### config.mk
export PLATFORM = sky130hd
export DESIGN_NAME = uart_flag_reg
export DESIGN_NICKNAME = d
export VERILOG_FILES = /design/src/rtl/uart_flag_pkg.sv /design/src/rtl/uart_flag_ctrl.sv /design/src/rtl/uart_flag_datapath.sv /design/src/rtl/uart_flag_reg.sv
export SDC_FILE = /design/constraint.sdc
export NUM_CORES = 1
export LEC_CHECK = 0
export ABC_AREA = 1
export ABC_CLOCK_PERIOD_IN_PS = 2200
export BUFFER_PORTS_ARGS = -buffer_cell sky130_fd_sc_hd__buf_4
export CAP_MARGIN = 20
export CORE_MARGIN = 2
export CORE_UTILIZATION = 37
export CTS_CLUSTER_SIZE = 40
export DETAILED_ROUTE_END_ITERATION = 8
export HOLD_SLACK_MARGIN = 0.15
export PLACE_DENSITY = 0.9
export SLEW_MARGIN = 20
export SYNTH_ARGS = -nofsm -noshare
export SYNTH_HDL_FRONTEND = slang
export SYNTH_SLANG_ARGS = --single-unit
### constraint.sdc
create_clock -name clk -period 2.2 [get_ports clk]
set_clock_uncertainty 0.05 [all_clocks]
set_input_delay 0.44 -clock clk [delete_from_list [all_inputs] [get_ports clk]]
set_output_delay 0.44 -clock clk [all_outputs]
set_load 0.02 [all_outputs]
### src/rtl/uart_flag_pkg.sv
package uart_flag_pkg;
  localparam int FLAG_N = 10;

  // Bit positions within the status word
  localparam int PAR_B  = 0;
  localparam int FRM_B  = 1;
  localparam int NOI_B  = 2;
  localparam int OVR_B  = 3;
  localparam int IDL_B  = 4;
  localparam int RXR_B  = 5;
  localparam int TXD_B  = 6;
  localparam int TXE_B  = 7;
  localparam int BRK_B  = 8;
  localparam int CTS_B  = 9;

  localparam logic [FLAG_N-1:0] RESET_FLAGS = 10'h0C0;
  // Flags software may clear by writing 0
  localparam logic [FLAG_N-1:0] W0C_MASK = (10'b1 << CTS_B) | (10'b1 << BRK_B) |
                                           (10'b1 << TXD_B) | (10'b1 << RXR_B);
  // Flags cleared by status-read then data-read
  localparam logic [FLAG_N-1:0] ERR_MASK = 10'h01F;

  // Clear strobes from control to datapath
  typedef struct packed {
    logic wrStatus;   // status write this cycle
    logic txClr;      // any data write
    logic tcSeqClr;   // armed data write
    logic rxClr;      // any data read
    logic errSeqClr;  // armed data read
  } flagStrb_t;
endpackage

### src/rtl/uart_flag_ctrl.sv
module uart_flag_ctrl
  import uart_flag_pkg::*;
(
  input  logic      clk,
  input  logic      rstN,
  input  logic      statusRd,
  input  logic      statusWr,
  input  logic      dataRd,
  input  logic      dataWr,
  output flagStrb_t strb
);
  logic armed;
  logic otherAcc;

  assign otherAcc = statusWr | dataRd | dataWr;

  // A status read arms; any other access consumes or cancels the arm.
  always_ff @(posedge clk) begin
    if (!rstN)         armed <= 1'b0;
    else if (statusRd) armed <= 1'b1;
    else if (otherAcc) armed <= 1'b0;
  end

  always_comb begin
    strb.wrStatus  = statusWr;
    strb.txClr     = dataWr;
    strb.tcSeqClr  = dataWr & armed;
    strb.rxClr     = dataRd;
    strb.errSeqClr = dataRd & armed;
  end

  // an access other than a status read leaves the sequence disarmed
  p_disarm_r11: assert property (@(posedge clk) disable iff (!rstN)
    (otherAcc && !statusRd) |=> !armed);
endmodule

### src/rtl/uart_flag_datapath.sv
module uart_flag_datapath
  import uart_flag_pkg::*;
(
  input  logic              clk,
  input  logic              rstN,
  input  flagStrb_t         strb,
  input  logic [FLAG_N-1:0] wrMask,
  input  logic              evTxMove,
  input  logic              evFrameDone,
  input  logic              evRxReady,
  input  logic              ctsIn,
  input  logic              ctsFlowEn,
  input  logic              evBreak,
  input  logic              evIdle,
  input  logic              evOverrun,
  input  logic              evNoise,
  input  logic              evFraming,
  input  logic              evParity,
  input  logic [FLAG_N-1:0] ieVec,
  output logic [FLAG_N-1:0] flags,
  output logic              irq
);
  logic              ctsPrev;
  logic              ctsToggle;
  logic [FLAG_N-1:0] setVec;
  logic [FLAG_N-1:0] clrVec;
  logic [FLAG_N-1:0] w0cClr;

  always_ff @(posedge clk) begin
    if (!rstN) ctsPrev <= 1'b1;
    else       ctsPrev <= ctsIn;
  end

  assign ctsToggle = ctsFlowEn & (ctsIn ^ ctsPrev);
  assign w0cClr    = {FLAG_N{strb.wrStatus}} & ~wrMask & W0C_MASK;

  always_comb begin
    setVec         = '0;
    setVec[PAR_B]  = evParity;
    setVec[FRM_B]  = evFraming;
    setVec[NOI_B]  = evNoise;
    setVec[OVR_B]  = evOverrun;
    setVec[IDL_B]  = evIdle;
    setVec[RXR_B]  = evRxReady;
    setVec[TXD_B]  = evFrameDone & flags[TXE_B];
    setVec[TXE_B]  = evTxMove;
    setVec[BRK_B]  = evBreak;
    setVec[CTS_B]  = ctsToggle;

    clrVec         = w0cClr | ({FLAG_N{strb.errSeqClr}} & ERR_MASK);
    clrVec[TXE_B]  = strb.txClr;
    clrVec[TXD_B]  = w0cClr[TXD_B] | strb.tcSeqClr;
    clrVec[RXR_B]  = w0cClr[RXR_B] | strb.rxClr;
  end

  // One set-dominant flop per flag
  for (genvar i = 0; i < FLAG_N; i++) begin : g_flag
    always_ff @(posedge clk) begin
      if (!rstN)          flags[i] <= RESET_FLAGS[i];
      else if (setVec[i]) flags[i] <= 1'b1;
      else if (clrVec[i]) flags[i] <= 1'b0;
    end
  end

  assign irq = |(flags & ieVec);

  // a data write with no competing set empties transmit-empty
  p_txe_clear_r2: assert property (@(posedge clk) disable iff (!rstN)
    (strb.txClr && !evTxMove) |=> !flags[TXE_B]);
  // transmit-complete rises only while transmit-empty was set
  p_tc_guard_r3: assert property (@(posedge clk) disable iff (!rstN)
    $rose(flags[TXD_B]) |-> $past(flags[TXE_B]));
  // transmit-complete falls only after a sequence clear or status write
  p_tc_fall_r4: assert property (@(posedge clk) disable iff (!rstN)
    $fell(flags[TXD_B]) |-> $past(strb.tcSeqClr || strb.wrStatus));
  // a data read with no competing set empties receive-ready
  p_rx_clear_r5: assert property (@(posedge clk) disable iff (!rstN)
    (strb.rxClr && !evRxReady) |=> !flags[RXR_B]);
  // the clear-to-send flag rises only while flow control was on
  p_cts_gate_r6: assert property (@(posedge clk) disable iff (!rstN)
    $rose(flags[CTS_B]) |-> $past(ctsFlowEn));
  // a break pulse wins over any same-cycle clear
  p_set_wins_r10: assert property (@(posedge clk) disable iff (!rstN)
    evBreak |=> flags[BRK_B]);
endmodule

### src/rtl/uart_flag_reg.sv
module uart_flag_reg
  import uart_flag_pkg::*;
#(
  parameter int BUS_W = 32
) (
  input  logic              clk,
  input  logic              rstN,
  input  logic              statusRd,
  input  logic              statusWr,
  input  logic              dataRd,
  input  logic              dataWr,
  input  logic [FLAG_N-1:0] wrData,
  output logic [BUS_W-1:0]  rdData,
  input  logic              evTxMove,
  input  logic              evFrameDone,
  input  logic              evRxReady,
  input  logic              ctsIn,
  input  logic              ctsFlowEn,
  input  logic              evBreak,
  input  logic              evIdle,
  input  logic              evOverrun,
  input  logic              evNoise,
  input  logic              evFraming,
  input  logic              evParity,
  input  logic              ieCts,
  input  logic              ieBreak,
  input  logic              ieTxEmpty,
  input  logic              ieTxDone,
  input  logic              ieRxReady,
  output logic              irq
);
  localparam int PAD_W = BUS_W - FLAG_N;

  flagStrb_t         strb;
  logic [FLAG_N-1:0] flags;
  logic [FLAG_N-1:0] ieVec;

  always_comb begin
    ieVec        = '0;
    ieVec[CTS_B] = ieCts;
    ieVec[BRK_B] = ieBreak;
    ieVec[TXE_B] = ieTxEmpty;
    ieVec[TXD_B] = ieTxDone;
    ieVec[RXR_B] = ieRxReady;
  end

  uart_flag_ctrl u_ctrl (
    .clk(clk), .rstN(rstN), .statusRd(statusRd), .statusWr(statusWr),
    .dataRd(dataRd), .dataWr(dataWr), .strb(strb)
  );

  uart_flag_datapath u_dp (
    .clk(clk), .rstN(rstN), .strb(strb), .wrMask(wrData),
    .evTxMove(evTxMove), .evFrameDone(evFrameDone), .evRxReady(evRxReady),
    .ctsIn(ctsIn), .ctsFlowEn(ctsFlowEn), .evBreak(evBreak), .evIdle(evIdle),
    .evOverrun(evOverrun), .evNoise(evNoise), .evFraming(evFraming),
    .evParity(evParity), .ieVec(ieVec), .flags(flags), .irq(irq)
  );

  assign rdData = {{PAD_W{1'b0}}, flags};
endmodule

Word level (Yosys, flattened, before mapping)
Index checks and enable logic that the tools add are counted.

storage, ports and cells
  logic and storage cells = 56
  ROM bits = 0
  memory bits (writable) = 0
  output and inout bits = 33
  memories = 0
  register bits after elaboration = 12
  bits in latches = 0
  bits of input ports = 32

operators by class
  divide/modulo/power cells = 0
  muxes and demuxes = 18
  shift-type cells = 0
  $add $sub $neg = 0
  order comparisons = 0
  reductions and logical operators = 12
  bitwise gates (word level) = 14
  multipliers = 0
  equality and inequality tests = 0

operator list
  cell                number
  $and A10 B10 Y10    2
  $mux W1             18
  $reduce_bool A2 Y1  9
  $not A10 Y10        1
  $or A10 B5 Y10      1
  $reduce_or A10 Y1   1
  $and A1 B1 Y1       4
  $or A1 B1 Y1        4
  $reduce_or A2 Y1    2
  $not A1 Y1          1
  $xor A1 B1 Y1       1

Depth between registers and ports, before layout
Gate-level depths: netlist (run 1).

  depth after elaboration = 5
  depth in mapped cells = 4
  gate-level depth less buffers = 4

By module
From an unflattened synthesis (run 1), not the netlist that was laid out.

unflattened totals
  cells, all modules = 105
  area, all modules = 709.4 sq um

by module, submodules not included
  module              instances  seq. area each (sq um)  area an instance (sq um)  cells an instance
  uart_flag_datapath  1          220.2                   451.7                     67
  uart_flag_reg       1          0.0                     168.9                     23
  uart_flag_ctrl      1          20.0                    88.8                      15

Least setup slack after synthesis (run 1)
Ideal clock, no wire load.

  path kind = input to output
  start = in ieTxDone
  end = out irq
  required time = 1710 ps
  setup slack = 902 ps
  path buffers = 0
  stages on the path = 3
  arrival time = 808 ps
  path through = nand2_1 nand3_1 nand3b_1

on the way
  word-level cells in the longest chain between the ends = 2

RTL lines
  what               line                      RTL
  from (decl)        uart_flag_reg.sv:28       input logic ieTxDone,
  $and A10 B10 Y10   uart_flag_datapath.sv:65  assign irq = |(flags & ieVec);
  $reduce_or A10 Y1  uart_flag_datapath.sv:65
  to (decl)          uart_flag_reg.sv:30       output logic irq

No other way between the ends.

Worst setup path in the final report (run 1)
  start = reg u_dp.flags[6]
  end = out irq

on the way
  word-level cells in the longest chain between the ends = 2

RTL lines
  what                               line                      RTL
  from (decl)                        uart_flag_datapath.sv:20  output logic [FLAG_N-1:0] flags,
  from (signal, indexed assignment)  uart_flag_datapath.sv:59  if (!rstN) flags[i] <= RESET_FLAGS[i];
  $and A10 B10 Y10                   uart_flag_datapath.sv:65
  $reduce_or A10 Y1                  uart_flag_datapath.sv:65

No other way between the ends.

==> results of run 1 <==
[metal layers]
layer	GRT usage	vias to the layer above	wire length, um
met5	0	-	0
met4	0.0706	0	20
met3	0.0357	4	194
met2	0.310	55	793
met1	0.181	281	508
li1	-	290	-
[state kept, by name, indices dropped and copies added, names as in the netlist]
| name | cells |
|---|---|
| u_ctrl.armed | 1 |
| u_dp.ctsPrev | 1 |
| u_dp.flags | 10 |
[cells in the mapped netlist]
library cell	n	area [um^2]
nand3b_1	1	7.51
nand2_1	12	45.0
o21ai_0	2	10.0
nand3_1	4	20.0
buf_4	22	165
dfxtp_1	12	240
a21oi_1	9	45.0
buf_6	1	11.3
nor2_1	6	22.5
a21oi_2	1	8.76
conb_1	1	3.75
o211ai_1	1	7.51
a211o_2	1	10.0
inv_1	10	37.5
[worst paths after layout]
| path | startpoint | end | slack, ns | cells after the start |
|---|---|---|---|---|
| worst max-delay path | u_dp.flags[6]$_SDFFE_PP1P_ | irq | 0.65 | 4 |
| worst min-delay path | rstN | u_dp.ctsPrev$_SDFF_PN1_ | 0.29 | 2 |
| worst max register to register | u_ctrl.armed$_SDFFE_PN0P_ | u_dp.flags[3]$_SDFFE_PN0P_ | 1.28 | 3 |
| worst min register to register | u_dp.flags[1]$_SDFFE_PN0P_ | u_dp.flags[1]$_SDFFE_PN0P_ | 0.45 | 2 |
[metrics by stage]
stage	instance area, um^2	instances
final	850	136
after global routing	850	136
after CTS	850	136
after detailed placement	827	133
after global placement	827	133
after floorplan	713	104
[layout make-up]
cell class | count | area [um^2] | share of cell area
clock buffers | 3 | 22.5 | 0.0265
flip-flops and latches | 12 | 240 | 0.283
multi-input cells | 59 | 259 | 0.305
well taps | 16 | 20.0 | 0.0236
inverters | 10 | 37.5 | 0.0442
repair buffers | 36 | 270 | 0.318
[logic make-up (layout without fill, tap and decap cells)]
group                  count (synthesis)  count (layout)
AO/OA/AOI/OAI                         14              14
buffers and inverters                 33              49
flip-flops                            12              12
other                                  1              22
AND/OR/NAND/NOR                       23              23
[power groups by stage]
stage,Sequential [W],Clock [W],Combinational (W)
4_1_cts,0.000242,0.000131,0.000141
3_5_place_dp,0.000246,0,0.000139
3_3_place_gp,0.000245,0,0.000135
5_1_grt,0.000244,0.000137,0.000153
6_report,0.000242,0.000132,0.000142
2_1_floorplan,0.000260,0,0.0000928
==> summary.md, run 1 <==
| Metric | Value |
|---|---|
| Net switching power | `0.000163 W` |
| Fin crit period | `1.55 ns` |
| Critical path fanouts, max | `3` |
| CP max stage delay | `0.33 ns` |
| CP Cell Sequence | `nand2_1 -> nand3_1 -> nand3b_1 -> buf_4` |
| Ratio of cells with drive above 1 in the final layout | `0.342` |
| Multiplexer share of the synthesized area | `0` |
| Synth Area in Compound Gates | `0.128` |
| Setup TNS | `0 ns` |
| Initial antenna violation count | `0` |
| TritonCTS buffer count | `3` |
| First-pass GRT wire length | `2500 um` |
| Hold crit path type | `primary input to register` |
| # IOs | `65` |
| H-tree depth | `1` |
| Max-slew violations | `0` |
| Max VDD drop | `320 uV` |
| Global placement routability congestion | `0.712` |
| Clk Latency, worst-skew pair | `0.27 ns` |
| Clk pin slew, worst setup/hold paths | `0.07 ns` |
| Via count | `630` |
| Post-DR vias/cell | `4.63` |
| Routed Antenna Nets | `0` |
| Synth Area in Simple Gates | `0.150` |
| WP data arrival | `1.06 ns` |
| CTS root buffer | `clkbuf_4` |
| Synth Instances | `83` |
| Synth cell types | `14` |
| Die width | `45.4 um` |
| Number of diodes | `0` |
| Startpoint types | `register` |
| Largest net degree at the start of global routing | `12` |
| Worst setup margin | `0.647 ns` |
| I/O Buffers | `36` |
| Main combinational cell family by area after synthesis | `buffers and inverters` |
| Total power | `0.000516 W` |
| Final Hold Fails | `0` |
| Number of remaining DRC errors | `0` |
| Fillcell total | `123` |
| Clk pwr share | `0.257` |
| Wirelength per Cell | `11.2 um` |
| Required @ worst endpoint | `1.71 ns` |
| Hold Buf Count CTS | `0` |
| Register area share after synthesis | `0.379` |
| Starting density of the core | `0.407` |
| Synth warn | `0` |
| Crit. End Element | `output pin` |
| Commonest non-fill, non-tap cells in the layout | `buf_4 (36), conb_1 (22), nand2_1 (12), dfxtp_1 (12), inv_1 (10)` |
| # rows | `14` |
| Status | `finished, final reports clean` |
| Syn_area_per_cell | `7.64 um^2` |
| Power per cell area | `608 mW/mm^2` |
| Flops & latches, synth | `12` |
| Fin util | `0.545` |
| CTS tree | `done` |
| Pint | `0.000353 W` |
| Routed wire length | `1520 um` |
| XOR/XNOR Fraction of Synth Area | `0` |
| Die Height | `45.4 um` |
| GR Overflow Total | `0` |
| Final worst path period share | `0.706` |
| Net Sw Frac | `0.316` |
| Vias in the first global route | `597` |
| Drt pass-1 iters | `4` |
| Dpl ws | `0.704 ns` |
| Initial DRC count | `20` |
| Crit path max-delay family | `flip-flops` |
| Total Nets Final | `154` |
| Post-CTS Setup Repair Bufs | `0` |
| Area Growth Syn to Fin | `33.9%` |
| Hold Slack | `0.288 ns` |
| Clock Path Buffers | `2` |
| Logic pwr share | `0.275` |
| Worst Path Buf+Inv | `1` |
| Die area | `0.00206 mm^2` |
| Leakage | `0.479 nW` |
| Sequential power share | `0.468` |
| Post-cts sizing count | `0` |
| Max Fclk | `0.644 GHz` |
| GRT Resource Usage Total | `0.168` |
| Max-Cap Viols | `0` |
| Synth Cell Area | `634 um^2` |
| Slowest cell on the critical path | `dfxtp_1` |
| Core Area | `0.00156 mm^2` |
| RSZ-0062 raised after global routing | `no` |
| Clock Sinks | `12` |
| Worst Setup Path Type | `register to output pin` |
| Detailed Place HPWL | `1200 um` |
| Commonest non-fill, non-tap cell in the layout | `buf_4` |
| Final setup viols | `0` |
| Synth Area in Adders | `0` |
Power figures use the tool's default switching activity.
==> run 2: changes to the inputs <==
--- a/config.mk
+++ b/config.mk
@@ -6,15 +6,15 @@
 export NUM_CORES = 1
 export LEC_CHECK = 0
 export ABC_AREA = 1
-export ABC_CLOCK_PERIOD_IN_PS = 2200
+export ABC_CLOCK_PERIOD_IN_PS = 1350
 export BUFFER_PORTS_ARGS = -buffer_cell sky130_fd_sc_hd__buf_4
 export CAP_MARGIN = 20
 export CORE_MARGIN = 2
-export CORE_UTILIZATION = 37
+export CORE_UTILIZATION = 31
 export CTS_CLUSTER_SIZE = 40
 export DETAILED_ROUTE_END_ITERATION = 8
 export HOLD_SLACK_MARGIN = 0.15
-export PLACE_DENSITY = 0.9
+export PLACE_DENSITY = 0.81
 export SLEW_MARGIN = 20
 export SYNTH_ARGS = -nofsm -noshare
 export SYNTH_HDL_FRONTEND = slang
==> constraint.sdc (replaced) <==
create_clock -name clk -period 1.35 [get_ports clk]
set_clock_uncertainty 0.05 [all_clocks]
set_input_delay 0.27 -clock clk [delete_from_list [all_inputs] [get_ports clk]]
set_output_delay 0.27 -clock clk [all_outputs]
set_load 0.02 [all_outputs]
==> run 2 against run 1 <==
Net effect:
- the run now ends with negative setup slack left
- sequential cell count is the same
- first-iteration DRC count shrank 80%
- via count shrank 1.3%
- critical endpoint unchanged
- largest cell class unchanged
==> summary.md, run 2 (synthesis gave the netlist of run 1 again) <==
| Metric | Value |
|---|---|
| Status | `complete, but fails checks` |
| Failing checks | `negative setup slack` |
| Routed Antenna Nets | `0` |
| WP data arrival | `1.03 ns` |
| Drt pass-1 iters | `4` |
| GR Overflow Total | `0` |
| Area Growth Syn to Fin | `52.1%` |
| Final worst path period share | `1.00` |
| Routed wire length | `1390 um` |
| Via count | `622` |
| Core Area | `0.00194 mm^2` |
| Hold Slack | `0.160 ns` |
| Slowest cell on the critical path | `dfxtp_2` |
| Required @ worst endpoint | `1.03 ns` |
| Fillcell total | `192` |
| Ratio of cells with drive above 1 in the final layout | `0.388` |
| Wirelength per Cell | `8.90 um` |
| # rows | `16` |
| TritonCTS buffer count | `3` |
| Critical path fanouts, max | `2` |
| Final Hold Fails | `0` |
| Number of diodes | `0` |
| Startpoint types | `register` |
| Max-slew violations | `0` |
| # IOs | `65` |
| Global placement routability congestion | `0.730` |
| Die width | `49.2 um` |
| Clk Latency, worst-skew pair | `0.27 ns` |
| CTS tree | `done` |
| Die Height | `49.2 um` |
| CP Cell Sequence | `nand2_1 -> nand3_2 -> nand3b_1 -> buf_6` |
| Max VDD drop | `761 uV` |
| Max-Cap Viols | `0` |
| Starting density of the core | `0.327` |
| Detailed Place HPWL | `1120 um` |
| Power per cell area | `958 mW/mm^2` |
| Vias in the first global route | `572` |
| Hold crit path type | `primary input to register` |
| Clk pin slew, worst setup/hold paths | `0.08 ns` |
| CP max stage delay | `0.32 ns` |
| Initial antenna violation count | `0` |
| Crit. End Element | `output pin` |
| Leakage | `0.528 nW` |
| CTS root buffer | `clkbuf_4` |
| Commonest non-fill, non-tap cell in the layout | `buf_4` |
| Largest net degree at the start of global routing | `12` |
| Initial DRC count | `4` |
| GRT Resource Usage Total | `0.128` |
| Setup TNS | `-0.00132 ns` |
| Largest regs | `u_dp.flags (10), u_ctrl.armed (1), u_dp.ctsPrev (1)` |
| Clock Sinks | `12` |
| Worst setup margin | `-0.00132 ns` |
| Largest register FFs | `10` |
| Max Fclk | `0.740 GHz` |
| H-tree depth | `1` |
| Clock Path Buffers | `2` |
| Commonest non-fill, non-tap cells in the layout | `buf_4 (38), conb_1 (22), nand2_1 (11), inv_1 (10)` |
| Total Nets Final | `162` |
| I/O Buffers | `36` |
| Fin crit period | `1.35 ns` |
| Final setup viols | `1` |
| Post-DR vias/cell | `3.99` |
| RSZ-0062 raised after global routing | `yes` |
| Worst Setup Path Type | `register to output pin` |
| Number of remaining DRC errors | `0` |
| Die area | `0.00242 mm^2` |
| Top reg by flops | `u_dp.flags` |
| First-pass GRT wire length | `2370 um` |
## run 2: changes by cell type in the layout (fill, tap and decap cells not counted)
cell,previous run,this run
nand2_2,0,1
nand3_2,0,1
dfxtp_2,0,3
dlygate4sd3_1,0,5
dfxtp_1,12,9
buf_6,0,1
nand3_1,4,3
nand2_1,12,11
buf_4,36,38
clkbuf_8,0,1
## run 2: repair_timing
| item | 4_1_cts | 5_1_grt |
|---|---|---|
| hold buffers | 5 | 0 |
| gates resized for setup | 4 | 2 |
| setup buffers | 3 | 0 |
| endpoints found under the hold margin | 4 | 0 |
| endpoints found under the setup margin | 1 | 1 |
| pin swaps | 0 | 1 |
## run 2: area by class of cell
type / instances / area, um^2 / share of cell area
inverters: 10 / 37.5 / 0.0389
clock buffers: 4 / 36.3 / 0.0376
repair buffers: 44 / 347 / 0.359
multi-input cells: 59 / 267 / 0.276
flip-flops and latches: 12 / 244 / 0.253
well taps: 27 / 33.8 / 0.0350
## run 2: path summary, 6_finish.rpt
check                              from                    endpoint  slack, ns  cells after the start
min                           evFraming  u_dp.flags[1]$_SDFFE_PN0P_       0.16                      3
min reg2reg  u_dp.flags[1]$_SDFFE_PN0P_  u_dp.flags[1]$_SDFFE_PN0P_       0.44                      2
max          u_dp.flags[6]$_SDFFE_PP1P_                         irq     -0.001                      4
max reg2reg   u_ctrl.armed$_SDFFE_PN0P_  u_dp.flags[2]$_SDFFE_PN0P_       0.47                      3
## run 2: critical path, delay by kind of cell, from the launching register on
| family | cells | cell delay, ns |
|---|---|---|
| buffers and inverters | 1 | 0.14 |
| flip-flops | 1 | 0.32 |
| AND/OR/NAND/NOR | 3 | 0.30 |
## run 2: stage by stage
| step | setup WS, ns | power, W | util | instances | cell area, um^2 |
|---|---|---|---|---|---|
| 4_1_cts | -0.00662 | 0.000934 | 0.493 | 156 | 957 |
| 5_1_grt | -0.0811 | 0.000986 | 0.497 | 156 | 965 |
| 6_report | -0.00132 | 0.000924 | 0.497 | 156 | 965 |
| 3_3_place_gp | 0.234 | 0.000620 | 0.433 | 144 | 841 |
| 3_5_place_dp | 0.217 | 0.000626 | 0.433 | 144 | 841 |
| 2_1_floorplan | 0.245 | 0.000575 | - | 104 | 713 |
## run 2: metal layers
| metal | share of wire | GRT usage |
|---|---|---|
| met5 | 0 | 0 |
| met3 | 0.13 | 0.0736 |
| met4 | 0.0036 | 0.0286 |
| met2 | 0.49 | 0.223 |
| met1 | 0.37 | 0.131 |
## run 2: where the power goes
part	switching [W]	internal, W	total [W]
clock	0.000116	0.000164	0.000279
sequential	0.0000139	0.000379	0.000393
combinational	0.000139	0.000113	0.000252
==> run 3: changes to the inputs <==
--- a/config.mk
+++ b/config.mk
@@ -5,17 +5,19 @@
 export SDC_FILE = /design/constraint.sdc
 export NUM_CORES = 1
 export LEC_CHECK = 0
-export ABC_AREA = 1
+export ABC_AREA = 0
 export ABC_CLOCK_PERIOD_IN_PS = 1350
 export BUFFER_PORTS_ARGS = -buffer_cell sky130_fd_sc_hd__buf_4
 export CAP_MARGIN = 20
+export CORE_ASPECT_RATIO = 1.4
 export CORE_MARGIN = 2
-export CORE_UTILIZATION = 31
+export CORE_UTILIZATION = 32
 export CTS_CLUSTER_SIZE = 40
 export DETAILED_ROUTE_END_ITERATION = 8
 export HOLD_SLACK_MARGIN = 0.15
-export PLACE_DENSITY = 0.81
+export PLACE_DENSITY = 0.8
 export SLEW_MARGIN = 20
 export SYNTH_ARGS = -nofsm -noshare
 export SYNTH_HDL_FRONTEND = slang
+export SYNTH_HIERARCHICAL = 1
 export SYNTH_SLANG_ARGS = --single-unit
==> run 3 against run 2 <==
Net effect:
- the run still ends with negative setup slack left
- maximum frequency down 16%
- clock-buffer cell count down 1
- area after synthesis up 10%
- worst setup slack worse by 0.26 ns
- sequential power about the same
- critical path type unchanged
- largest power group unchanged
- sequential cell count unchanged
- combinational power up 4%
- largest cell class unchanged
- sequential share of layout area down 1.4 points
==> summary.md, run 3 <==
| Metric | Value |
|---|---|
| Status | `complete, but fails checks` |
| Failing checks | `negative setup slack` |
| Die Height | `59.4 um` |
| Register area share after synthesis | `0.343` |
| Slowest cell on the critical path | `dfxtp_1` |
| Number of diodes | `0` |
| Routed Antenna Nets | `0` |
| Clk pin slew, worst setup/hold paths | `0.08 ns` |
| Starting density of the core | `0.329` |
| Power per cell area | `870 mW/mm^2` |
| Main combinational cell family by area after synthesis | `buffers and inverters` |
| Asr flop ratio synth | `0` |
| Post-DR vias/cell | `4.14` |
| Wirelength per Cell | `10.3 um` |
| Synth cell types | `23` |
| Post-synth top flop | `dfxtp_1` |
| Number of flops mapped to enable cells by yosys | `0` |
| Die width | `43.5 um` |
| Max-slew violations | `0` |
| RSZ-0062 raised after global routing | `yes` |
| Max-Cap Viols | `0` |
| Commonest non-fill, non-tap cells in the layout | `buf_4 (38), conb_1 (27), dfxtp_1 (11), dlygate4sd3_1 (7), o21a_1 (7)` |
| Total Nets Final | `159` |
| Final Hold Fails | `0` |
| Hold Slack | `0.155 ns` |
| Final std cells w/o fill | `147` |
| Top reg by flops | `u_dp/flags` |
| Clock Sinks | `12` |
| Ratio of cells with drive above 1 in the final layout | `0.360` |
| Synth Area in Compound Gates | `0.202` |
| Top cell type's share of synthesized area | `0.343` |
| Fillcell total | `209` |
| Met3 Track Usage GR | `0.0244` |
| Dpl ws | `-0.0818 ns` |
| GRT Resource Usage Total | `0.125` |
| Flops & latches, synth | `12` |
| Largest register FFs | `10` |
| Met1 GRT Util | `0.128` |
| Number of remaining DRC errors | `0` |
| Startpoint types | `register` |
| Largest net degree at the start of global routing | `13` |
| XOR/XNOR Fraction of Synth Area | `0.0125` |
| Max Fclk | `0.620 GHz` |
| CP max stage delay | `0.31 ns` |
| Fin util | `0.476` |
| Worst Path Buf+Inv | `1` |
| Drt pass-1 iters | `2` |
| Placed cell count | `136` |
| Max VDD drop | `375 uV` |
| Area Growth Syn to Fin | `44.5%` |
| Required @ worst endpoint | `1.03 ns` |
| Synth area leader | `dfxtp_1` |
| WP data arrival | `1.29 ns` |
| GRT Max-Usage Layer | `met2` |
| CP Cell Sequence | `a22o_1 -> a221oi_2 -> nand4_1 -> buf_4` |
| TritonCTS buffer count | `3` |
| Detailed Place HPWL | `1220 um` |
| Synth Instances | `77` |
| Routed wire length | `1510 um` |
| Syn_area_per_cell | `9.10 um^2` |
| # IOs | `65` |
| Most common cell in the synthesized netlist | `buf_4` |
| Largest regs | `u_dp/flags (10), u_ctrl/armed (1), u_dp/ctsPrev (1)` |
| Global placement routability congestion | `0.678` |
| Synth Area in Adders | `0` |
| Final setup viols | `1` |
| Core Area | `0.00213 mm^2` |
| CTS root buffer | `clkbuf_4` |
| GR Overflow Total | `0` |
| Total power | `0.000881 W` |
| Clk Latency, worst-skew pair | `0.28 ns` |
| Synth Area in Simple Gates | `0.141` |
| Commonest non-fill, non-tap cell in the layout | `buf_4` |
| H-tree depth | `1` |
| Fin crit period | `1.61 ns` |
| Final worst path period share | `1.19` |
| Via count | `608` |
| Synth Cell Area | `701 um^2` |
| M2 GR Usage | `0.231` |
| Worst Setup Path Type | `register to output pin` |
| I/O Buffers | `36` |
| Vias in the first global route | `585` |
| Worst setup margin | `-0.262 ns` |
| Hold crit path type | `primary input to register` |
| Initial antenna violation count | `0` |
| Die area | `0.00259 mm^2` |
| # rows | `20` |
| Critical path fanouts, max | `2` |
| Multiplexer share of the synthesized area | `0` |
| CTS tree | `done` |
| Crit. End Element | `output pin` |
| Synth cell count leaders | `buf_4 (25), dfxtp_1 (12), o21a_1 (7), nor2b_1 (5), inv_1 (4)` |
| Clock Path Buffers | `2` |
| Crit path max-delay family | `compound AO/OA/AOI/OAI gates` |
| Initial DRC count | `1` |
| Synth warn | `6` |
| First-pass GRT wire length | `2390 um` |
| Top cells by area, synth | `dfxtp_1 (34%), buf_4 (27%), o21a_1 (7.5%), nor2b_1 (4.5%), a22oi_1 (3.2%)` |
| Leakage | `0.522 nW` |
## run 3: changes by cell type after synthesis, sizes merged, moves of 5 or more
cell and change:
a21oi -10, inv -6, nand2 -10, nor2 -6, o21a +7, nor2b +5
## run 3: metal layers
metal,vias to the layer above,wire length [um]
li1,303,-
met2,40,784
met4,0,29
met1,262,560
met3,3,138
met5,-,0
## run 3: worst reg2reg max path, delay by kind of cell, from the launching register on
family / cells / cell delay (ns)
simple gates: 2 / 0.32
flops: 1 / 0.34
compound gates: 1 / 0.17
## run 3: power breakdown
group	switching (W)	internal, W	total, W
Combinational	0.000137	0.000125	0.000262
Sequential	0.0000167	0.000378	0.000395
Clock	0.000121	0.000103	0.000225
## run 3: metrics by stage
step	area (um^2)	setup TNS, ns
3_3_place_gp	911	-0.0621
4_1_cts	992	-0.288
3_5_place_dp	911	-0.0818
2_1_floorplan	798	0
5_1_grt	1010	-0.347
6_report	1010	-0.262
## run 3: final cells by class
type,count,area (um^2),share of cell area
flip-flops and latches,12,241,0.239
multi-input cells,61,350,0.346
inverters,4,15.0,0.0148
repair buffers,45,355,0.351
clock buffers,3,22.5,0.0222
well taps,22,27.5,0.0272
## run 3: timing repair
action,CTS,global route
endpoints found under the setup margin,1,1
hold buffers,5,2
pin swaps,1,0
gates resized for setup,1,0
endpoints found under the hold margin,5,2
setup buffers,1,0
## run 3: kinds of logic after synthesis
kind of cell | Yosys count
buf+inv | 30
xor+xnor | 1
other cells | 1
simple gates | 15
compound gates | 18
flops | 12
## run 3: final timing paths
check | to | cells past startpoint | startpoint | slack [ns]
hold reg to reg | u_dp/flags[8]$_SDFFE_PN0P_ | 2 | u_dp/flags[8]$_SDFFE_PN0P_ | 0.47
hold / removal | u_dp/flags[4]$_SDFFE_PN0P_ | 2 | evIdle | 0.15
setup reg to reg | u_dp/flags[3]$_SDFFE_PN0P_ | 3 | u_ctrl/armed$_SDFFE_PN0P_ | 0.37
setup / recovery | irq | 4 | u_dp/flags[5]$_SDFFE_PN0P_ | -0.26
